--- src/rtl/sdm_pkg.sv ---
// Shared mode codes and internal action encoding for the sample delay store.
// Assumes a 3-bit mode field; codes 6 and 7 are unused and decode as hold.
package sdm_pkg;
    localparam logic [2:0] MODE_DELAY       = 3'd0;
    localparam logic [2:0] MODE_HOLD        = 3'd1;
    localparam logic [2:0] MODE_PAUSE       = 3'd2;
    localparam logic [2:0] MODE_RECIRC      = 3'd3;
    localparam logic [2:0] MODE_RECIRC_HOLD = 3'd4;
    localparam logic [2:0] MODE_TAPSHIFT    = 3'd5;

    typedef enum logic [2:0] {
        ACT_IDLE   = 3'd0,
        ACT_FEED   = 3'd1,
        ACT_ROTATE = 3'd2,
        ACT_BLOCK  = 3'd3,
        ACT_ZERO   = 3'd4
    } act_e;
endpackage

--- src/rtl/sdm_mode_ctrl.sv ---
// Mode controller: turns strobes and the mode code into one store action per
// clock. It also runs the wipe counter and the decimation phase for tapped shift.
// Assumes STEP >= 2 and a strobe at most one cycle wide per advance.
module sdm_mode_ctrl
    import sdm_pkg::*;
#(
    parameter int DEPTH = 100,
    parameter int STEP  = 10
) (
    input  logic       clk,
    input  logic       rst_n,
    input  logic       strobe,
    input  logic [2:0] mode,
    output act_e       act,
    output logic       out_load,
    output logic       out_zero,
    output logic       busy
);
    localparam int CNT_W = $clog2(DEPTH + 1);
    localparam int PH_W  = $clog2(STEP + 1);

    logic [CNT_W-1:0] clr_cnt;
    logic [PH_W-1:0]  phase;
    logic             accept;

    assign busy   = (clr_cnt != '0);
    assign accept = strobe && !busy;

    // Decode the accepted strobe (or an ongoing wipe) into a store action.
    always_comb begin
        act      = ACT_IDLE;
        out_load = 1'b0;
        out_zero = 1'b0;
        if (busy) begin
            act = ACT_ZERO;
        end else if (accept) begin
            case (mode)
                MODE_DELAY: begin
                    act      = ACT_FEED;
                    out_load = 1'b1;
                end
                MODE_PAUSE: out_zero = 1'b1;
                MODE_RECIRC: begin
                    act      = ACT_ROTATE;
                    out_load = 1'b1;
                end
                MODE_RECIRC_HOLD: act = ACT_ROTATE;
                MODE_TAPSHIFT: begin
                    if (phase == '0) begin
                        act      = ACT_BLOCK;
                        out_load = 1'b1;
                    end
                end
                default: act = ACT_IDLE;
            endcase
        end
    end

    // Wipe counter: loaded on an accepted pause strobe, counts one per clock.
    always_ff @(posedge clk) begin
        if (!rst_n)
            clr_cnt <= '0;
        else if (busy)
            clr_cnt <= clr_cnt - 1'b1;
        else if (accept && mode == MODE_PAUSE)
            clr_cnt <= CNT_W'(DEPTH);
    end

    // Decimation phase: steps on tapped-shift strobes, restarts on any other mode.
    always_ff @(posedge clk) begin
        if (!rst_n)
            phase <= '0;
        else if (accept) begin
            if (mode == MODE_TAPSHIFT)
                phase <= (phase == PH_W'(STEP - 1)) ? '0 : phase + 1'b1;
            else
                phase <= '0;
        end
    end

    p_phase_range_r9: assert property (@(posedge clk) disable iff (!rst_n)
        phase < PH_W'(STEP));
    p_clr_bound_r5: assert property (@(posedge clk) disable iff (!rst_n)
        clr_cnt <= CNT_W'(DEPTH));
    p_busy_blocks_r6: assert property (@(posedge clk) disable iff (!rst_n)
        busy |-> (act == ACT_ZERO && !out_load && !out_zero));
endmodule

--- src/rtl/sdm_shift_store.sv ---
// The DEPTH-word store. Each clock it applies one action: feed, rotate,
// block shift by STEP, shift-in zero, or idle. It exposes the last word and
// a tap every STEP positions. Assumes DEPTH is a multiple of STEP.
module sdm_shift_store
    import sdm_pkg::*;
#(
    parameter int W     = 10,
    parameter int DEPTH = 100,
    parameter int STEP  = 10
) (
    input  logic                        clk,
    input  logic                        rst_n,
    input  act_e                        act,
    input  logic [W-1:0]                din,
    output logic [W-1:0]                last,
    output logic [(DEPTH/STEP)*W-1:0]   taps
);
    localparam int NTAPS = DEPTH / STEP;

    logic [W-1:0] pos [DEPTH];
    logic [W-1:0] nxt [DEPTH];

    // Next-state of every position for the requested action.
    always_comb begin
        for (int i = 0; i < DEPTH; i++) nxt[i] = pos[i];
        case (act)
            ACT_FEED: begin
                nxt[0] = din;
                for (int i = 1; i < DEPTH; i++) nxt[i] = pos[i-1];
            end
            ACT_ROTATE: begin
                nxt[0] = pos[DEPTH-1];
                for (int i = 1; i < DEPTH; i++) nxt[i] = pos[i-1];
            end
            ACT_ZERO: begin
                nxt[0] = '0;
                for (int i = 1; i < DEPTH; i++) nxt[i] = pos[i-1];
            end
            ACT_BLOCK: begin
                for (int i = 0; i < STEP; i++) nxt[i] = din;
                for (int i = STEP; i < DEPTH; i++) nxt[i] = pos[i-STEP];
            end
            default: ;
        endcase
    end

    // Register the whole store.
    always_ff @(posedge clk) begin
        if (!rst_n)
            for (int i = 0; i < DEPTH; i++) pos[i] <= '0;
        else
            for (int i = 0; i < DEPTH; i++) pos[i] <= nxt[i];
    end

    assign last = pos[DEPTH-1];

    for (genvar n = 0; n < NTAPS; n++) begin : g_tap
        assign taps[n*W +: W] = pos[(n+1)*STEP-1];
    end

    p_idle_keeps_r10: assert property (@(posedge clk) disable iff (!rst_n)
        (act == ACT_IDLE) |=> $stable(taps));
endmodule

--- src/rtl/sdm_out_reg.sv ---
// Output register toward the output converter: loads the departing word,
// forces zero on pause, otherwise keeps its value (hold behaviour).
module sdm_out_reg #(
    parameter int W = 10
) (
    input  logic         clk,
    input  logic         rst_n,
    input  logic         out_load,
    input  logic         out_zero,
    input  logic [W-1:0] last,
    output logic [W-1:0] dout
);
    // Update the presented word on load or zero request.
    always_ff @(posedge clk) begin
        if (!rst_n)
            dout <= '0;
        else if (out_zero)
            dout <= '0;
        else if (out_load)
            dout <= last;
    end
endmodule

--- src/rtl/sample_delay_store.sv ---
// Top of the multi-mode sample delay store: mode controller, word store and
// output register. Mode is read only on a strobe accepted while not busy.
module sample_delay_store
    import sdm_pkg::*;
#(
    parameter int W     = 10,
    parameter int DEPTH = 100,
    parameter int STEP  = 10
) (
    input  logic                       clk,
    input  logic                       rst_n,
    input  logic                       strobe,
    input  logic [2:0]                 mode,
    input  logic [W-1:0]               din,
    output logic [W-1:0]               dout,
    output logic [(DEPTH/STEP)*W-1:0]  taps,
    output logic                       busy
);
    act_e         act;
    logic         out_load;
    logic         out_zero;
    logic [W-1:0] last;

    sdm_mode_ctrl #(.DEPTH(DEPTH), .STEP(STEP)) u_ctrl (
        .clk(clk), .rst_n(rst_n), .strobe(strobe), .mode(mode),
        .act(act), .out_load(out_load), .out_zero(out_zero), .busy(busy)
    );

    sdm_shift_store #(.W(W), .DEPTH(DEPTH), .STEP(STEP)) u_store (
        .clk(clk), .rst_n(rst_n), .act(act), .din(din),
        .last(last), .taps(taps)
    );

    sdm_out_reg #(.W(W)) u_out (
        .clk(clk), .rst_n(rst_n), .out_load(out_load), .out_zero(out_zero),
        .last(last), .dout(dout)
    );

    p_pause_zero_r5: assert property (@(posedge clk) disable iff (!rst_n)
        (strobe && !busy && mode == MODE_PAUSE) |=> (dout == '0 && busy));
    p_wipe_done_r5: assert property (@(posedge clk) disable iff (!rst_n)
        $fell(busy) |-> (taps == '0));
    p_busy_quiet_r6: assert property (@(posedge clk) disable iff (!rst_n)
        busy |=> (dout == '0));
    p_hold_r4: assert property (@(posedge clk) disable iff (!rst_n)
        (strobe && !busy && (mode == MODE_HOLD || mode > MODE_TAPSHIFT))
        |=> ($stable(dout) && $stable(taps)));
    p_rhold_r8: assert property (@(posedge clk) disable iff (!rst_n)
        (strobe && !busy && mode == MODE_RECIRC_HOLD) |=> $stable(dout));
    p_no_strobe_r10: assert property (@(posedge clk) disable iff (!rst_n)
        (!strobe && !busy) |=> ($stable(dout) && $stable(taps)));
endmodule

--- config.mk ---
export PLATFORM = sky130hd
export DESIGN_NAME = sample_delay_store
export DESIGN_NICKNAME = d
export VERILOG_FILES = /design/src/rtl/sdm_pkg.sv /design/src/rtl/sdm_mode_ctrl.sv /design/src/rtl/sdm_shift_store.sv /design/src/rtl/sdm_out_reg.sv /design/src/rtl/sample_delay_store.sv
export SDC_FILE = /design/constraint.sdc
export NUM_CORES = 2
export LEC_CHECK = 0
export ABC_AREA = 0
export BUFFER_PORTS_ARGS = -buffer_cell sky130_fd_sc_hd__buf_2
export CORE_ASPECT_RATIO = 2
export CORE_MARGIN = 10
export CORE_UTILIZATION = 40
export CTS_CLUSTER_DIAMETER = 100
export DETAILED_ROUTE_END_ITERATION = 7
export GPL_TIMING_DRIVEN = 0
export SKIP_LAST_GASP = 1
export SLEW_MARGIN = 20
export SYNTH_ARGS = -nofsm -noshare
export SYNTH_HDL_FRONTEND = slang
export SYNTH_SLANG_ARGS = --single-unit
--- constraint.sdc ---
create_clock -name clk -period 2.2 [get_ports clk]
set_clock_uncertainty 0.05 [all_clocks]
set_input_delay 0.22 -clock clk [delete_from_list [all_inputs] [get_ports clk]]
set_output_delay 0.22 -clock clk [all_outputs]
set_load 0.03 [all_outputs]
==> results.toml <==
[clocking]
cts_buffers = 97
cts_tree = "done"
cts_max_path_buffers = 3
root_buffer = "clkbuf_16"
cts_sinks = 1021
clkSlewWorstSetupHoldPaths_ns = 0.07
insertion_delay_ns = 0.75
h-tree-depth = 3

[global_routing]
grt_max_degree = 15
grt_pass1_wl_mm = 359
gr-max-usage-layer = "met2"
gr-total-overflow = 0
antenna_found_initial = 9
met1_usage = 0.339
grt_pass1_vias = 49165
use_met2 = 0.661
gr-usage-all-layers = 0.382
use_met3 = 0.0808

[logic_synthesis]
synth_edf_count = 0
yosysTopAreaCell = "dfxtp_1"
yosys.area.top_type_share = 0.443
netlist_top_cells_area = "dfxtp_1 44%, a311oi_1 18%, nand2_1 15%"
yosys_warnings = 0
syn-cell-area_mm2 = 0.0461
yosysSeqAreaShare = 0.443
synthFlopType = "dfxtp_1"
ys_types = 52
synth_nets = 5837
synth_seq_cells = 1021
synthArstFlopShare = 0
syn_inst = 5817
avgSynthCellArea_um2 = 7.93

[floorplan]
num_io_pins = 127
design.die.area_mm2 = 0.130
rows = 176
die_w_um = 260
die_y_um = 500
start_util = 0.402
core_mm2 = 0.115

[run]
maxCapViolCount = 0

[timing]
maxSlewViolCount = 0
rsz0062_at_grt = "true"
slew_headroom = 0.214
tns_ns = -278.95
setup_viol = 991
period_minus_slack_ns = 2.60
hold_violations = 0
maxClockFrequency_mhz = 384
worst_slew_pin_slew_ns = 1.18
finalCritPeriodShare = 1.18
whs_ns = 0.0605
worst_slack_ns = -0.403

[power]
peakVddDrop_uv = 793
p_leak_nw = 18.8
power.density_mw_per_mm2 = 1840

[critical_path]
crit_top_cell = "buf_16"
cp_num_buf_inv = 4
slowest_stage = "or4b_4"
arrival_ns = 3.19
cpLargestDelayFamily = "simple AND/OR/NAND/NOR gates"
path_max_fanout = 6
cp_slowest_stage_delay_ns = 0.58
path_cells = "or4b_4 > nor4_4 > buf_4 > buf_16 > buf_16 > buf_12 > nand2_1 > a311oi_2"
path_class = "reg2reg"
cp_data_required_time_ns = 2.79
cp-end-kind = "flop"
worstSetupStartpointType = "flop"

[layout]
multi_input_area_mm2 = 0.0233
fillers = 11545
fin_cells = 7659
area_growth_pct = 18.7
drive_gt1_frac = 0.180
nNetsFinal = 6085
layout_commonest_cell = "nand2_1"
register_area_mm2 = 0.0204
layout_common_cells = "1801 x nand2_1, 1015 x dfxtp_1, 926 x nor3_1"

[run_status]
violations = "setup timing"
status = "finished, violations left"

[route]
wl_mm = 259
drtIter0Drc = 4856
num_vias = 49779
drtAntennaViolNets = 0
viasPerCell = 6.50
drt-pass1-iter-count = 8
drc_errors = 0
routedWlPerCell_um = 33.8

[place]
dp_hpwl_mm = 198
io_buffers = 124
globalplace.congestion = 1.04
dp_cells = 7454
place_worst_setup_slack_ns = -2.16

[worst_hold_path]
hp-class = "in2reg"
## repair_timing
action,CTS,global route
resized for setup,389,514
pin swaps,6,23
hold endpoints to repair,37,0
cloned,3,4
setup endpoints to repair,1007,1013
hold buffers,10,0
buffers inserted,15,1
## cell families (layout without fill, tap and decap cells)
family | after synthesis | count (layout) | share of synthesized area
AOI/OAI and AO/OA | 1111 | 1111 | 0.210
xor gates and xnor gates | 5 | 5 | 0.000949
adders and majority gates | 4 | 4 | 0.00108
buffers and inverters | 782 | 1106 | 0.0776
DFF | 1021 | 1021 | 0.443
muxes | 1 | 1 | 0.000244
other | 0 | 5 | 0
and+or+nand+nor | 2893 | 2893 | 0.267
## flip-flops by register name, indices dropped and copies added, names as in the netlist
register        count
u_store.pos      1000
u_out.dout         10
u_ctrl.clr_cnt      7
u_ctrl.phase        4
## worst min-delay path, delay by kind of cell
family	cells	cell delay (ns)
and+or+nand+nor	3	0.39
xor gates and xnor gates	1	0.06
buffers and inverters	1	0.15
## power by group
group / internal [mW] / switching, mW / total (mW)
Sequential: 27.7 / 17.2 / 44.8
Clock: 9.57 / 8.02 / 17.6
Combinational: 14.3 / 23.7 / 38.1
Total: 51.6 / 48.9 / 101
## through the flow
stage               area (um2)  total power [mW]  utilization
floorplan                46400              58.0            -
global placement         48900              77.0        0.426
detailed placement       48900              77.5        0.426
CTS                      53200              96.0        0.464
global route             54800               103        0.477
finish                   54800               101        0.477
## synth_stat cells, types with 14 or more instances
library cell  number
clkbuf_1         510
dfxtp_1         1021
nand2_1         1844
buf_1             48
nand3_1           14
o31a_1            63
nor3_1           930
a311oi_1         928
buf_2             68
buf_4            147
and3_1            63
o211a_1           63
a21oi_1           17
## layout make-up
cell class | count | area share
multi-input cells | 4014 | 0.425
flip-flops and latches | 1021 | 0.373
plain buffers | 767 | 0.0895
clock buffers | 155 | 0.0542
well taps | 1513 | 0.0346
repair buffers | 157 | 0.0189
clock inverters | 20 | 0.00350
inverters | 7 | 0.000571
diodes | 5 | 0.000228
## worst paths after layout
kind                startpoint  depth (start not counted)                  to  slack (ns)
max reg2reg  u_ctrl.clr_cnt[5]                          8  u_store.pos[10][0]       -0.40
min                     strobe                          5     u_ctrl.phase[2]        0.06
max          u_ctrl.clr_cnt[5]                          8  u_store.pos[10][0]       -0.40
min reg2reg      u_out.dout[4]                          2       u_out.dout[4]        0.43
## layer usage
layer	up-vias	wire length, um
met5	-	54
met4	6	37000
met3	1361	18200
met2	2877	126000
met1	23841	77500
li1	21694	-
(Power assumes the default switching activity.)
